### src/rtl/sbsw_pkg.sv
package sbsw_pkg;

    // Round phases of the shared-bus sequencer
    typedef enum logic [1:0] {
        PH_IDLE    = 2'd0,
        PH_GATHER  = 2'd1,
        PH_LOOKUP  = 2'd2,
        PH_SCATTER = 2'd3
    } phase_e;

endpackage

### src/rtl/sbsw_fwd_table.sv
module sbsw_fwd_table #(
    parameter int NPORTS = 4,
    parameter int NTAGS  = 4,
    localparam int PW    = $clog2(NPORTS),
    localparam int TW    = $clog2(NTAGS)
) (
    input  logic                         clk,
    input  logic                         rst_n,
    input  logic                         cfg_we,
    input  logic [TW-1:0]                cfg_tag,
    input  logic [PW-1:0]                cfg_port,
    output logic [NTAGS-1:0][PW-1:0]     ent
);

    typedef struct packed {
        logic [NTAGS-1:0][PW-1:0] ent;
    } tbl_t;

    tbl_t t_d, t_q;

    always_comb begin
        t_d = t_q;
        if (cfg_we) begin
            t_d.ent[cfg_tag] = cfg_port;
        end
    end

    always_ff @(posedge clk or negedge rst_n) begin
        if (!rst_n) begin
            for (int i = 0; i < NTAGS; i++) begin
                t_q.ent[i] <= PW'(i % NPORTS);
            end
        end else begin
            t_q <= t_d;
        end
    end

    assign ent = t_q.ent;


    cfg_write_chk: assert property (@(posedge clk) disable iff (!rst_n)
        cfg_we |=> (t_q.ent[$past(cfg_tag)] == $past(cfg_port)));

endmodule

### src/rtl/sbsw_seq_ctrl.sv
module sbsw_seq_ctrl
    import sbsw_pkg::*;
#(
    parameter int NPORTS = 4,
    localparam int PW    = $clog2(NPORTS)
) (
    input  logic          clk,
    input  logic          rst_n,
    input  logic          start,
    input  logic          slot_done,
    output phase_e        phase,
    output logic [PW-1:0] ptr
);

    localparam logic [PW-1:0] LAST = PW'(NPORTS - 1);

    typedef struct packed {
        phase_e        ph;
        logic [PW-1:0] ptr;
    } seq_t;

    seq_t s_d, s_q;

    always_comb begin
        s_d = s_q;
        unique case (s_q.ph)
            PH_IDLE: begin
                if (start) begin
                    s_d.ph  = PH_GATHER;
                    s_d.ptr = '0;
                end
            end
            PH_GATHER: begin
                if (s_q.ptr == LAST) begin
                    s_d.ph  = PH_LOOKUP;
                    s_d.ptr = '0;
                end else begin
                    s_d.ptr = s_q.ptr + PW'(1);
                end
            end
            PH_LOOKUP: begin
                s_d.ph  = PH_SCATTER;
                s_d.ptr = '0;
            end
            PH_SCATTER: begin
                if (slot_done) begin
                    if (s_q.ptr == LAST) begin
                        s_d.ph  = PH_IDLE;
                        s_d.ptr = '0;
                    end else begin
                        s_d.ptr = s_q.ptr + PW'(1);
                    end
                end
            end
            default: begin
                s_d.ph  = PH_IDLE;
                s_d.ptr = '0;
            end
        endcase
    end

    always_ff @(posedge clk or negedge rst_n) begin
        if (!rst_n) begin
            s_q.ph  <= PH_IDLE;
            s_q.ptr <= '0;
        end else begin
            s_q <= s_d;
        end
    end

    assign phase = s_q.ph;
    assign ptr   = s_q.ptr;


    gather_step_chk: assert property (@(posedge clk) disable iff (!rst_n)
        (s_q.ph == PH_GATHER && s_q.ptr != LAST)
        |=> (s_q.ph == PH_GATHER && s_q.ptr == $past(s_q.ptr) + PW'(1)));

endmodule

### src/rtl/sbsw_frame_buf.sv
module sbsw_frame_buf
    import sbsw_pkg::*;
#(
    parameter int NPORTS = 4,
    parameter int NTAGS  = 4,
    parameter int DW     = 16,
    localparam int PW    = $clog2(NPORTS),
    localparam int TW    = $clog2(NTAGS)
) (
    input  logic                          clk,
    input  logic                          rst_n,
    input  phase_e                        phase,
    input  logic [PW-1:0]                 ptr,
    input  logic [NPORTS-1:0]             in_valid,
    input  logic [NPORTS-1:0][DW-1:0]     in_data,
    input  logic [NPORTS-1:0][TW-1:0]     in_tag,
    input  logic [NTAGS-1:0][PW-1:0]      tbl,
    input  logic                          sent,
    output logic [NPORTS-1:0]             full,
    output logic [NPORTS-1:0][DW-1:0]     data,
    output logic [NPORTS-1:0][PW-1:0]     dst
);

    typedef struct packed {
        logic [NPORTS-1:0]         full;
        logic [NPORTS-1:0][DW-1:0] data;
        logic [NPORTS-1:0][TW-1:0] tag;
        logic [NPORTS-1:0][PW-1:0] dst;
    } bufs_t;

    bufs_t b_d, b_q;

    always_comb begin
        b_d = b_q;
        unique case (phase)
            PH_GATHER: begin
                b_d.full[ptr] = in_valid[ptr];
                if (in_valid[ptr]) begin
                    b_d.data[ptr] = in_data[ptr];
                    b_d.tag[ptr]  = in_tag[ptr];
                end
            end
            PH_LOOKUP: begin
                for (int i = 0; i < NPORTS; i++) begin
                    b_d.dst[i] = tbl[b_q.tag[i]];
                end
            end
            PH_SCATTER: begin
                if (sent) begin
                    b_d.full[ptr] = 1'b0;
                end
            end
            default: ;
        endcase
    end

    always_ff @(posedge clk or negedge rst_n) begin
        if (!rst_n) begin
            b_q <= '0;
        end else begin
            b_q <= b_d;
        end
    end

    assign full = b_q.full;
    assign data = b_q.data;
    assign dst  = b_q.dst;


    skip_empty_chk: assert property (@(posedge clk) disable iff (!rst_n)
        (phase == PH_GATHER && !in_valid[ptr]) |=> !b_q.full[$past(ptr)]);

endmodule

### src/rtl/sbsw_switch.sv
module sbsw_switch
    import sbsw_pkg::*;
#(
    parameter int NPORTS = 4,
    parameter int NTAGS  = 4,
    parameter int DW     = 16,
    localparam int PW    = $clog2(NPORTS),
    localparam int TW    = $clog2(NTAGS)
) (
    input  logic                          clk,
    input  logic                          rst_n,
    input  logic [NPORTS-1:0]             in_valid,
    output logic [NPORTS-1:0]             in_ready,
    input  logic [NPORTS-1:0][DW-1:0]     in_data,
    input  logic [NPORTS-1:0][TW-1:0]     in_tag,
    output logic [NPORTS-1:0]             out_valid,
    input  logic [NPORTS-1:0]             out_ready,
    output logic [NPORTS-1:0][DW-1:0]     out_data,
    input  logic                          cfg_we,
    input  logic [TW-1:0]                 cfg_tag,
    input  logic [PW-1:0]                 cfg_port,
    output logic                          busy
);

    phase_e                     phase;
    logic [PW-1:0]              ptr;
    logic [NTAGS-1:0][PW-1:0]   tbl;
    logic [NPORTS-1:0]          buf_full;
    logic [NPORTS-1:0][DW-1:0]  buf_data;
    logic [NPORTS-1:0][PW-1:0]  buf_dst;
    logic                       cur_full;
    logic [PW-1:0]              cur_dst;
    logic [DW-1:0]              bus_word;
    logic                       slot_done;
    logic                       sent;

    sbsw_fwd_table #(.NPORTS(NPORTS), .NTAGS(NTAGS)) u_table (
        .clk      (clk),
        .rst_n    (rst_n),
        .cfg_we   (cfg_we),
        .cfg_tag  (cfg_tag),
        .cfg_port (cfg_port),
        .ent      (tbl)
    );

    sbsw_seq_ctrl #(.NPORTS(NPORTS)) u_seq (
        .clk       (clk),
        .rst_n     (rst_n),
        .start     (|in_valid),
        .slot_done (slot_done),
        .phase     (phase),
        .ptr       (ptr)
    );

    sbsw_frame_buf #(.NPORTS(NPORTS), .NTAGS(NTAGS), .DW(DW)) u_bufs (
        .clk      (clk),
        .rst_n    (rst_n),
        .phase    (phase),
        .ptr      (ptr),
        .in_valid (in_valid),
        .in_data  (in_data),
        .in_tag   (in_tag),
        .tbl      (tbl),
        .sent     (sent),
        .full     (buf_full),
        .data     (buf_data),
        .dst      (buf_dst)
    );

    // Shared bus: the buffer under the pointer is the only source
    always_comb begin
        cur_full  = buf_full[ptr];
        cur_dst   = buf_dst[ptr];
        bus_word  = buf_data[ptr];
        slot_done = !cur_full || out_ready[cur_dst];
        sent      = (phase == PH_SCATTER) && cur_full && out_ready[cur_dst];
        busy      = (phase != PH_IDLE);
    end

    for (genvar p = 0; p < NPORTS; p++) begin : g_port
        always_comb begin
            in_ready[p]  = (phase == PH_GATHER) && (ptr == PW'(p));
            out_valid[p] = (phase == PH_SCATTER) && cur_full && (cur_dst == PW'(p));
            out_data[p]  = out_valid[p] ? bus_word : '0;
        end


        egress_hold_chk: assert property (@(posedge clk) disable iff (!rst_n)
            (out_valid[p] && !out_ready[p]) |=> (out_valid[p] && $stable(out_data[p])));
    end


    ingress_single_chk: assert property (@(posedge clk) disable iff (!rst_n)
        $onehot0(in_ready));


    bus_single_chk: assert property (@(posedge clk) disable iff (!rst_n)
        $onehot0(out_valid));


    idle_refuse_chk: assert property (@(posedge clk) disable iff (!rst_n)
        !busy |-> (in_ready == '0 && out_valid == '0));

endmodule

### config.mk
export PLATFORM = sky130hd
export DESIGN_NAME = sbsw_switch
export DESIGN_NICKNAME = d
export VERILOG_FILES = /design/src/rtl/sbsw_pkg.sv /design/src/rtl/sbsw_fwd_table.sv /design/src/rtl/sbsw_seq_ctrl.sv /design/src/rtl/sbsw_frame_buf.sv /design/src/rtl/sbsw_switch.sv
export SDC_FILE = /design/constraint.sdc
export NUM_CORES = 1
export LEC_CHECK = 0
export ABC_CLOCK_PERIOD_IN_PS = 2700
export BUFFER_PORTS_ARGS = -buffer_cell sky130_fd_sc_hd__buf_4
export CAP_MARGIN = 25
export CORE_MARGIN = 3
export CORE_UTILIZATION = 35
export DETAILED_ROUTE_END_ITERATION = 16
export SKIP_LAST_GASP = 1
export SYNTH_ARGS = -nofsm -noshare
export SYNTH_HDL_FRONTEND = slang
export SYNTH_SLANG_ARGS = --single-unit
export TNS_END_PERCENT = 30
### constraint.sdc
create_clock -name clk -period 2.7 [get_ports clk]
set_clock_uncertainty 0.2 [all_clocks]
set_input_delay 0.135 -clock clk [delete_from_list [all_inputs] [get_ports clk]]
set_output_delay 0.135 -clock clk [all_outputs]
set_load 0.02 [all_outputs]
==> results of run 1 <==
logic make-up (layout without fill, tap and decap cells):
kind of cell	after synthesis	in the layout	synth area share [%]
muxes	148	148	39.84
buffers and inverters	27	198	3.630
AOI/OAI and AO/OA	11	11	1.460
DFF	96	96	41.32
and+or+nand+nor	105	105	11.81
adders and majority gates	9	9	1.933
repair_timing:
item	CTS	global route
hold buffers	5	0
endpoints found under the hold margin	51	0
buffers inserted	2	0
endpoints found under the setup margin	59	16
gates resized for setup	2	1
worst max-delay path, delay by kind of cell (launching register included):
family / cells / cell delay, ps
multiplexers: 1 / 620
flip-flops: 1 / 460
AND/OR/NAND/NOR: 2 / 420
buffers and inverters: 2 / 380
cell type report:
class | count | area [um2]
fill | 1425 | 8514
multi-input combinational | 273 | 3211
sequential | 96 | 2410
timing repair buffer | 177 | 1358
tap | 216 | 270.3
clock buffer | 9 | 225.2
clock inverter | 6 | 47.55
inverter | 6 | 22.52
power breakdown:
part	internal (uW)	switching (uW)	total, uW
combinational	2080	1580	3660
sequential	2090	454	2540
clock	622	553	1170
total	4790	2590	7380
metal layers:
layer,part of all wire (%),routed length [um]
met5,0,0
met4,1.4,201
met3,5.1,752
met2,52,7574
met1,42,6138
how the worst max path moves through the flow:
stage / endpoint / slack (ps)
floorplan: u_bufs.b_q[12]$_DFFE_PN0P_ / 460
global placement: out_data[30] / 290
detailed placement: out_data[25] / 260
CTS: out_data[40] / 60
global route: out_data[40] / -30
finish: out_data[10] / 130
state kept, by name, summed over array words and instances (netlist names):
name         count
u_bufs.b_q       8
u_bufs.data     64
u_bufs.dst       8
u_bufs.full      4
u_seq.phase      2
u_seq.ptr        2
u_table.ent      8
per-stage QoR:
stage	util [%]	setup WS (ps)	TNS, ps	hold slack [ps]	total power, uW
2_1_floorplan	-	458.0	0	-360.6	5311
3_3_place_gp	44.83	294.1	0	-33.41	6111
3_5_place_dp	44.83	255.8	0	-20.36	6238
4_1_cts	46.96	55.79	0	0.8343	7467
6_report	46.98	127.3	0	10.23	7380
5_1_grt	46.98	-31.26	-167.1	17.29	7870
synthesized netlist by cell type (2+ instances only):
cell / count
mux2i_1: 11
dfstp_2: 4
buf_12: 5
a22o_1: 5
mux2_2: 50
mux4_2: 46
ha_1: 9
nand2_1: 5
mux2_4: 40
buf_2: 8
dfrtp_1: 92
nor2_1: 6
nor2b_1: 19
inv_1: 6
nand2_8: 4
buf_4: 3
o31ai_1: 4
and2_1: 53
nand3_1: 8
buf_1: 2
nand3b_1: 2
clkbuf_1: 2
==> flow_summary.json, run 1 <==
{
  "reg2reg_to": "u_seq.phase[1]$_DFFE_PN0P_",
  "outcome": "complete, no violations",
  "synth_area_um2": 5826,
  "maxCapViolations": 0,
  "clock.fmax_mhz": 388.7,
  "path_class": "flip-flop to output pin",
  "yosysTopAreaCell": "dfrtp_1",
  "synth_cell_types": 34,
  "htreeDepth": 3,
  "ir_drop_v": 0.0004266,
  "first_pass_iters": 4,
  "ant_nets": 0,
  "die_w_um": 135.0,
  "cts_buffers": 9,
  "cp-end-kind": "output pin",
  "ys_async_sr_fraction_pct": 100.0,
  "maxSlewHeadroom_pct": 61.47,
  "crit_path_frequent_cell": "buf_4",
  "die_area_um2": 18230,
  "startpoint_type": "flip-flop",
  "r2r_start": "u_seq.ptr[0]$_DFFE_PN0P_",
  "grt_setup_unrepaired": "true",
  "final_common_cell": "buf_4",
  "tritoncts": "built",
  "viasPerCell": 5.028,
  "overflow": 0,
  "ys_ff_latch": 96,
  "yosys_warnings": 0,
  "ff2ff_setup_slack_ps": 410,
  "fin_area_um2": 7543,
  "n_antenna_cell": 0,
  "period_minus_slack_ps": 2573,
  "avgSynthCellArea_um2": 14.71,
  "holdPathStages": 3,
  "start_util_pct": 36.28,
  "cp.required_ps": 2370,
  "grt_start_max_net_pins": 54,
  "synth_top_cell_area_share_pct": 39.52,
  "synthFlopType": "dfrtp_1",
  "cts_root_buf": "clkbuf_16",
  "final_nets": 659,
  "die_h_um": 135.0,
  "cts.path.max_buffers": 2,
  "critPathSlowestCell": "mux4_2",
  "grt_pass1_wl_um": 23210,
  "setup_viol": 0,
  "slew_violations": 0,
  "finalCritPeriodShare_pct": 95.29,
  "cpPeakStageDelay_ps": 620,
  "placed_area_um2": 7198,
  "synth-edff-count": 0,
  "gp_congestion": 0.7506,
  "antenna_found_initial": 1,
  "fp-row-count": 46,
  "post_drt_wl_per_cell_um": 18.73,
  "r2r_cells": 6,
  "hp-class": "input port to flip-flop",
  "synthCells": 396,
  "dpl.hpwl_um": 10550,
  "io_pins": 160,
  "power.density_nw_per_um2": 978.4,
  "cp_max_fo": 12,
  "final_cell_mix": "170 x buf_4, 90 x dfrtp_1, 53 x and2_1",
  "dp_cells": 761,
  "area.growth.synth_to_final_pct": 29.49,
  "dr.first_iter.drc_count": 226,
  "grt_pass1_vias": 4245,
  "hold_path_end": "u_table.ent[7]$_DFFE_PN1P_",
  "leakagePower_uw": 0.003516,
  "syn_nets": 492,
  "core_um2": 16060,
  "ys_seq_area_share_pct": 41.32,
  "track_usage_pct": 16.32,
  "clock_sinks": 96,
  "path_cells": "mux4_2, nor2_1, buf_4, and2_1, buf_4",
  "cts.clk_slew.worst_paths_ps": 70,
  "worstPathArrival_ps": 2240,
  "drive_gt1_share_pct": 59.61,
  "hold_viol_final": 0,
  "met1_usage_pct": 21.22,
  "clk_latency_ps": 340,
  "via_count": 3937,
  "synthTopCellsByArea": "dfrtp_1 40%, mux4_2 18%, mux2_4 10%",
  "grt_use_met2_pct": 27.96,
  "busiest_layer": "met2",
  "cp-startpoint": "u_seq.ptr[0]$_DFFE_PN0P_",
  "wirelength_um": 14670,
  "drc": 0,
  "globalRouteMet3Util_pct": 3.055,
  "worst_pin_slew_ps": 577.9,
  "fin_cells": 783,
  "min_from": "cfg_we",
  "port_buffers": 159
}
No activity file was read; power rests on OpenSTA's default activity.
==> inputs of run 2 (changes only) <==
PLACE_DENSITY_LB_ADDON = 0.15   (was unset)
==> run 2 against run 1 <==
Net effect: design area increased by 0.33%; setup slack got worse by 25 ps; combinational power rose by 1%; non-clock buffer count stayed put; clock power rose by 9%; sequential cell count unchanged; clock-buffer cell count grew 2; critical endpoint is now out_data[30].
==> flow_summary.json, run 2 (synthesis gave the netlist of run 1 again) <==
{
  "outcome": "complete, no violations",
  "final_cell_mix": "170 x buf_4, 90 x dfrtp_1, 53 x and2_1",
  "hp-class": "input port to flip-flop",
  "cp_max_fo": 18,
  "viasPerCell": 4.941,
  "cpPeakStageDelay_ps": 610,
  "post_drt_wl_per_cell_um": 18.52,
  "die_h_um": 135.0,
  "path_delay_family": "simple AND/OR/NAND/NOR gates",
  "drive_gt1_share_pct": 59.44,
  "cp.required_ps": 2370,
  "die_area_um2": 18230,
  "htreeDepth": 3,
  "fp-row-count": 46,
  "largest_reg_flops": 64,
  "final_nets": 659,
  "fin_total_pwr_uw": 7512,
  "area.growth.synth_to_final_pct": 29.92,
  "clk_latency_ps": 340,
  "hold_viol_final": 0,
  "wirelength_um": 14520,
  "port_buffers": 159,
  "clock_sinks": 96,
  "cts.clk_slew.worst_paths_ps": 60,
  "slew_violations": 0,
  "critPathSlowestCell": "mux4_2",
  "worst_pin_slew_ps": 683.7,
  "overflow": 0,
  "cts_root_buf": "clkbuf_16",
  "leakagePower_uw": 0.003536,
  "die_w_um": 135.0,
  "ir_drop_v": 0.0004006,
  "cts_buffers": 9,
  "period_minus_slack_ps": 2598,
  "final_common_cell": "buf_4",
  "path_cells": "mux4_2, and3_2, and2_1, buf_4",
  "worstPathArrival_ps": 2260,
  "tritoncts": "built",
  "setup_viol": 0,
  "antenna_found_initial": 0,
  "fill_cells": 1449,
  "finalCritPeriodShare_pct": 96.22,
  "path_class": "flip-flop to output pin",
  "maxSlewHeadroom_pct": 54.42,
  "track_usage_pct": 16.35,
  "dpl.hpwl_um": 10690,
  "grt_start_max_net_pins": 53,
  "ant_nets": 0,
  "cp-end-kind": "output pin",
  "cts.path.max_buffers": 2,
  "start_util_pct": 36.28,
  "gp_congestion": 0.7813,
  "startpoint_type": "flip-flop",
  "drc": 0,
  "io_pins": 160,
  "first_pass_iters": 4,
  "dr.first_iter.drc_count": 239,
  "maxCapViolations": 0,
  "core_um2": 16060,
  "grt_pass1_vias": 4371,
  "path_buf_inv": 1,
  "clock.fmax_mhz": 384.9,
  "grt_setup_unrepaired": "false",
  "grt_pass1_wl_um": 23400,
  "via_count": 3874,
  "fin_setup_tns_ps": 0,
  "power.density_nw_per_um2": 992.5
}
==> run 2: cell types whose count changed in the layout (fill, tap and decap cells not counted), sizes merged <==
cell      before  now
clkbuf         9   11
diode          0    1
bufinv         0    1
clkinvlp       4    1
==> run 2: metrics by stage <==
step,setup slack (ps),hold slack [ps],instances,util [%],cell area (um2)
final,102.1,16.16,784,47.13,7569
after CTS,25.24,7.173,783,47.04,7553
after global routing,17.01,29.63,783,47.12,7566
after floorplan,458.0,-360.6,396,-,5826
after detailed placement,245.9,16.66,763,44.84,7201
after global placement,316.3,14.09,763,44.84,7201
==> run 2: metal layers <==
layer / routed length [um] / GRT usage [%] / vias to the layer above / share of wire, %
met5: 0 / 0 / - / 0
met4: 211 / 5.039 / 0 / 1.5
met3: 782 / 2.981 / 16 / 5.4
met2: 7079 / 27.65 / 128 / 49
met1: 6449 / 21.51 / 1934 / 44
li1: - / - / 1796 / -
==> run 2: timing repair <==
item	in CTS	in global routing
hold buffers	5	0
setup buffers	0	0
endpoints found under the hold margin	53	0
setup endpoints to repair	46	42
gates resized for setup	2	3
pin swaps	0	0
==> run 2: path summary, 6_finish.rpt <==
check	startpoint	slack [ps]	depth (start not counted)	to
worst max-delay path	u_seq.ptr[0]$_DFFE_PN0P_	100	4	out_data[30]
min in group asynchronous	rst_n	190	2	u_bufs.data[11]$_DFFE_PN0P_
max in group asynchronous	rst_n	1350	3	u_bufs.data[12]$_DFFE_PN0P_
worst min register to register	u_bufs.data[38]$_DFFE_PN0P_	300	1	u_bufs.data[38]$_DFFE_PN0P_
worst min-delay path	cfg_we	20	3	u_table.ent[2]$_DFFE_PN1P_
worst max register to register	u_seq.ptr[0]$_DFFE_PN0P_	420	5	u_seq.phase[1]$_DFFE_PN0P_
==> run 2: area by class of cell <==
cell class	instances	area, um2	share of cell area (%)
sequential	96	2412	31.87
antenna	1	2.502	0.03306
clock inverter	4	55.05	0.7274
timing repair buffer	177	1349	17.82
multi-input combinational	273	3214	42.47
tap	216	270.3	3.571
inverter	6	22.52	0.2976
clock buffer	11	242.7	3.207
==> run 2: worst reg2reg max path, cell delays in order, from the launching register on <==
cell	delay, ps
dfrtp_4	550
mux4_2	630
mux2i_1	180
nand3_1	130
nand4_2	160
mux2_1	330
==> run 2: power by group <==
group,total (uW),switching [uW],internal (uW)
Clock,1270,531,742
Combinational,3700,1620,2080
Sequential,2540,452,2090
==> inputs of run 3 (changes only) <==
CTS_BUF_LIST = sky130_fd_sc_hd__clkbuf_16   (was unset)
==> run 3 against run 2 <==
Net effect: fmax rose by 0.26%; sequential share of layout area rose by 0.053 points; design area fell by 0.17%.
==> flow_summary.json, run 3 (synthesis gave the netlist of run 1 again) <==
{
  "outcome": "complete, no violations",
  "r2r_start": "u_seq.ptr[0]$_DFFE_PN0P_",
  "ff2ff_setup_slack_ps": 410,
  "via_count": 3880,
  "period_minus_slack_ps": 2591,
  "die_area_um2": 18230,
  "fin_total_pwr_uw": 7482,
  "fp-row-count": 46,
  "clock.fmax_mhz": 385.9,
  "leakagePower_uw": 0.003535,
  "register_area_um2": 2412,
  "antenna_found_initial": 0,
  "tritoncts": "built",
  "post_drt_wl_per_cell_um": 18.58,
  "dpl.hpwl_um": 10690,
  "min_from": "cfg_we",
  "worst_pin_slew_ps": 685.0,
  "final_common_cell": "buf_4",
  "startpoint_type": "flip-flop",
  "largest_reg_flops": 64,
  "grt_start_max_net_pins": 53,
  "maxCapViolations": 0,
  "cp.required_ps": 2370,
  "clk_latency_ps": 340,
  "grt_pass1_vias": 4368,
  "clock_power_share_pct": 16.6,
  "htreeDepth": 3,
  "maxSlewHeadroom_pct": 54.33,
  "path_class": "flip-flop to output pin",
  "slew_violations": 0,
  "port_buffers": 159,
  "overflow": 0,
  "die_h_um": 135.0,
  "ant_nets": 0,
  "cpPeakStageDelay_ps": 610,
  "grt_pass1_wl_um": 23450,
  "fill_cells": 1449,
  "io_pins": 160,
  "critPathSlowestCell": "mux4_2",
  "cts.clk_slew.worst_paths_ps": 60,
  "ir_drop_v": 0.0004010,
  "cp-startpoint": "u_seq.ptr[0]$_DFFE_PN0P_",
  "cts.path.max_buffers": 2,
  "cts_buffers": 9,
  "swShare_pct": 34.78,
  "final_cell_mix": "170 x buf_4, 90 x dfrtp_1, 53 x and2_1",
  "worstPathArrival_ps": 2260,
  "gp_congestion": 0.7813,
  "start_util_pct": 36.28,
  "n_antenna_cell": 0,
  "hp-class": "input port to flip-flop",
  "intPower_uw": 4880,
  "grt_setup_unrepaired": "false",
  "p_seq_share_pct": 34.0,
  "drc": 0,
  "path_cells": "mux4_2, and3_2, and2_1, buf_4",
  "clock_sinks": 96,
  "fin_setup_tns_ps": 0,
  "setup_viol": 0,
  "finalCritPeriodShare_pct": 95.96,
  "drive_gt1_share_pct": 59.26,
  "cp_max_fo": 17,
  "die_w_um": 135.0,
  "area.growth.synth_to_final_pct": 29.70,
  "final_nets": 659,
  "track_usage_pct": 16.38,
  "cp-end-kind": "output pin",
  "first_pass_iters": 4,
  "power.density_nw_per_um2": 990.2,
  "core_um2": 16060,
  "hold_viol_final": 0,
  "wirelength_um": 14550,
  "viasPerCell": 4.955,
  "cts_root_buf": "clkbuf_16",
  "power_frac_comb_pct": 49.4,
  "dr.first_iter.drc_count": 220,
  "multi_input_comb_area_um2": 3214,
  "switchingPower_uw": 2602
}
## run 3: worst paths after layout
| path | to | cells after the start |
|---|---|---|
| worst min register to register | u_bufs.data[38]$_DFFE_PN0P_ | 1 |
| worst min-delay path | u_table.ent[2]$_DFFE_PN1P_ | 3 |
| min in group asynchronous | u_bufs.data[11]$_DFFE_PN0P_ | 2 |
| worst max-delay path | out_data[30] | 4 |
| worst max register to register | u_seq.phase[1]$_DFFE_PN0P_ | 5 |
| max in group asynchronous | u_bufs.data[44]$_DFFE_PN0P_ | 3 |
## run 3: layout make-up
cell class              instances  share of cell area [%]
inverters                       6                  0.2981
repair buffers                177                   17.85
clock buffers                   9                   2.981
multi-input cells             273                   42.54
clock inverters                 6                  0.8280
flip-flops and latches         96                   31.93
well taps                     216                   3.577
## run 3: power groups by stage
stage               registers [uW]  clock network, uW  logic (uW)
global placement              2530                  0        3640
CTS                           2540               1270        3730
detailed placement            2570                  0        3700
global route                  2650               1330        3990
finish                        2540               1240        3700
floorplan                     2370                  0        2940
## run 3: what timing repair did
item / 4_1_cts / 5_1_grt
hold buffers: 5 / 0
pin swaps: 0 / 0
cloned: 0 / 0
endpoints found under the setup margin: 46 / 42
gates resized for setup: 2 / 3
buffers inserted: 0 / 0
hold endpoints to repair: 53 / 0
## run 3: metal layers
metal / vias to the layer above / track usage (%) / wire length, um
met3: 14 / 3.428 / 815
met2: 125 / 27.71 / 7099
li1: 1792 / - / -
met5: - / 0 / 0
met4: 0 / 4.367 / 187
met1: 1949 / 21.53 / 6445
## run 3: through the flow
step	utilization [%]	hold slack, ps	instance area, um2	std cells	worst slack (ps)
4_1_cts	46.98	7.647	7543	783	25.72
6_report	47.05	14.33	7556	783	109.0
3_3_place_gp	44.84	14.09	7201	763	316.3
5_1_grt	47.05	27.77	7556	783	15.12
3_5_place_dp	44.84	16.66	7201	763	245.9
2_1_floorplan	-	-360.6	5826	396	458.0
## run 3: critical path, delay by kind of cell, from the launching register on
kind,cells,cell delay (ps)
mux,1,610
simple gates,2,600
flops,1,550
buf+inv,1,150
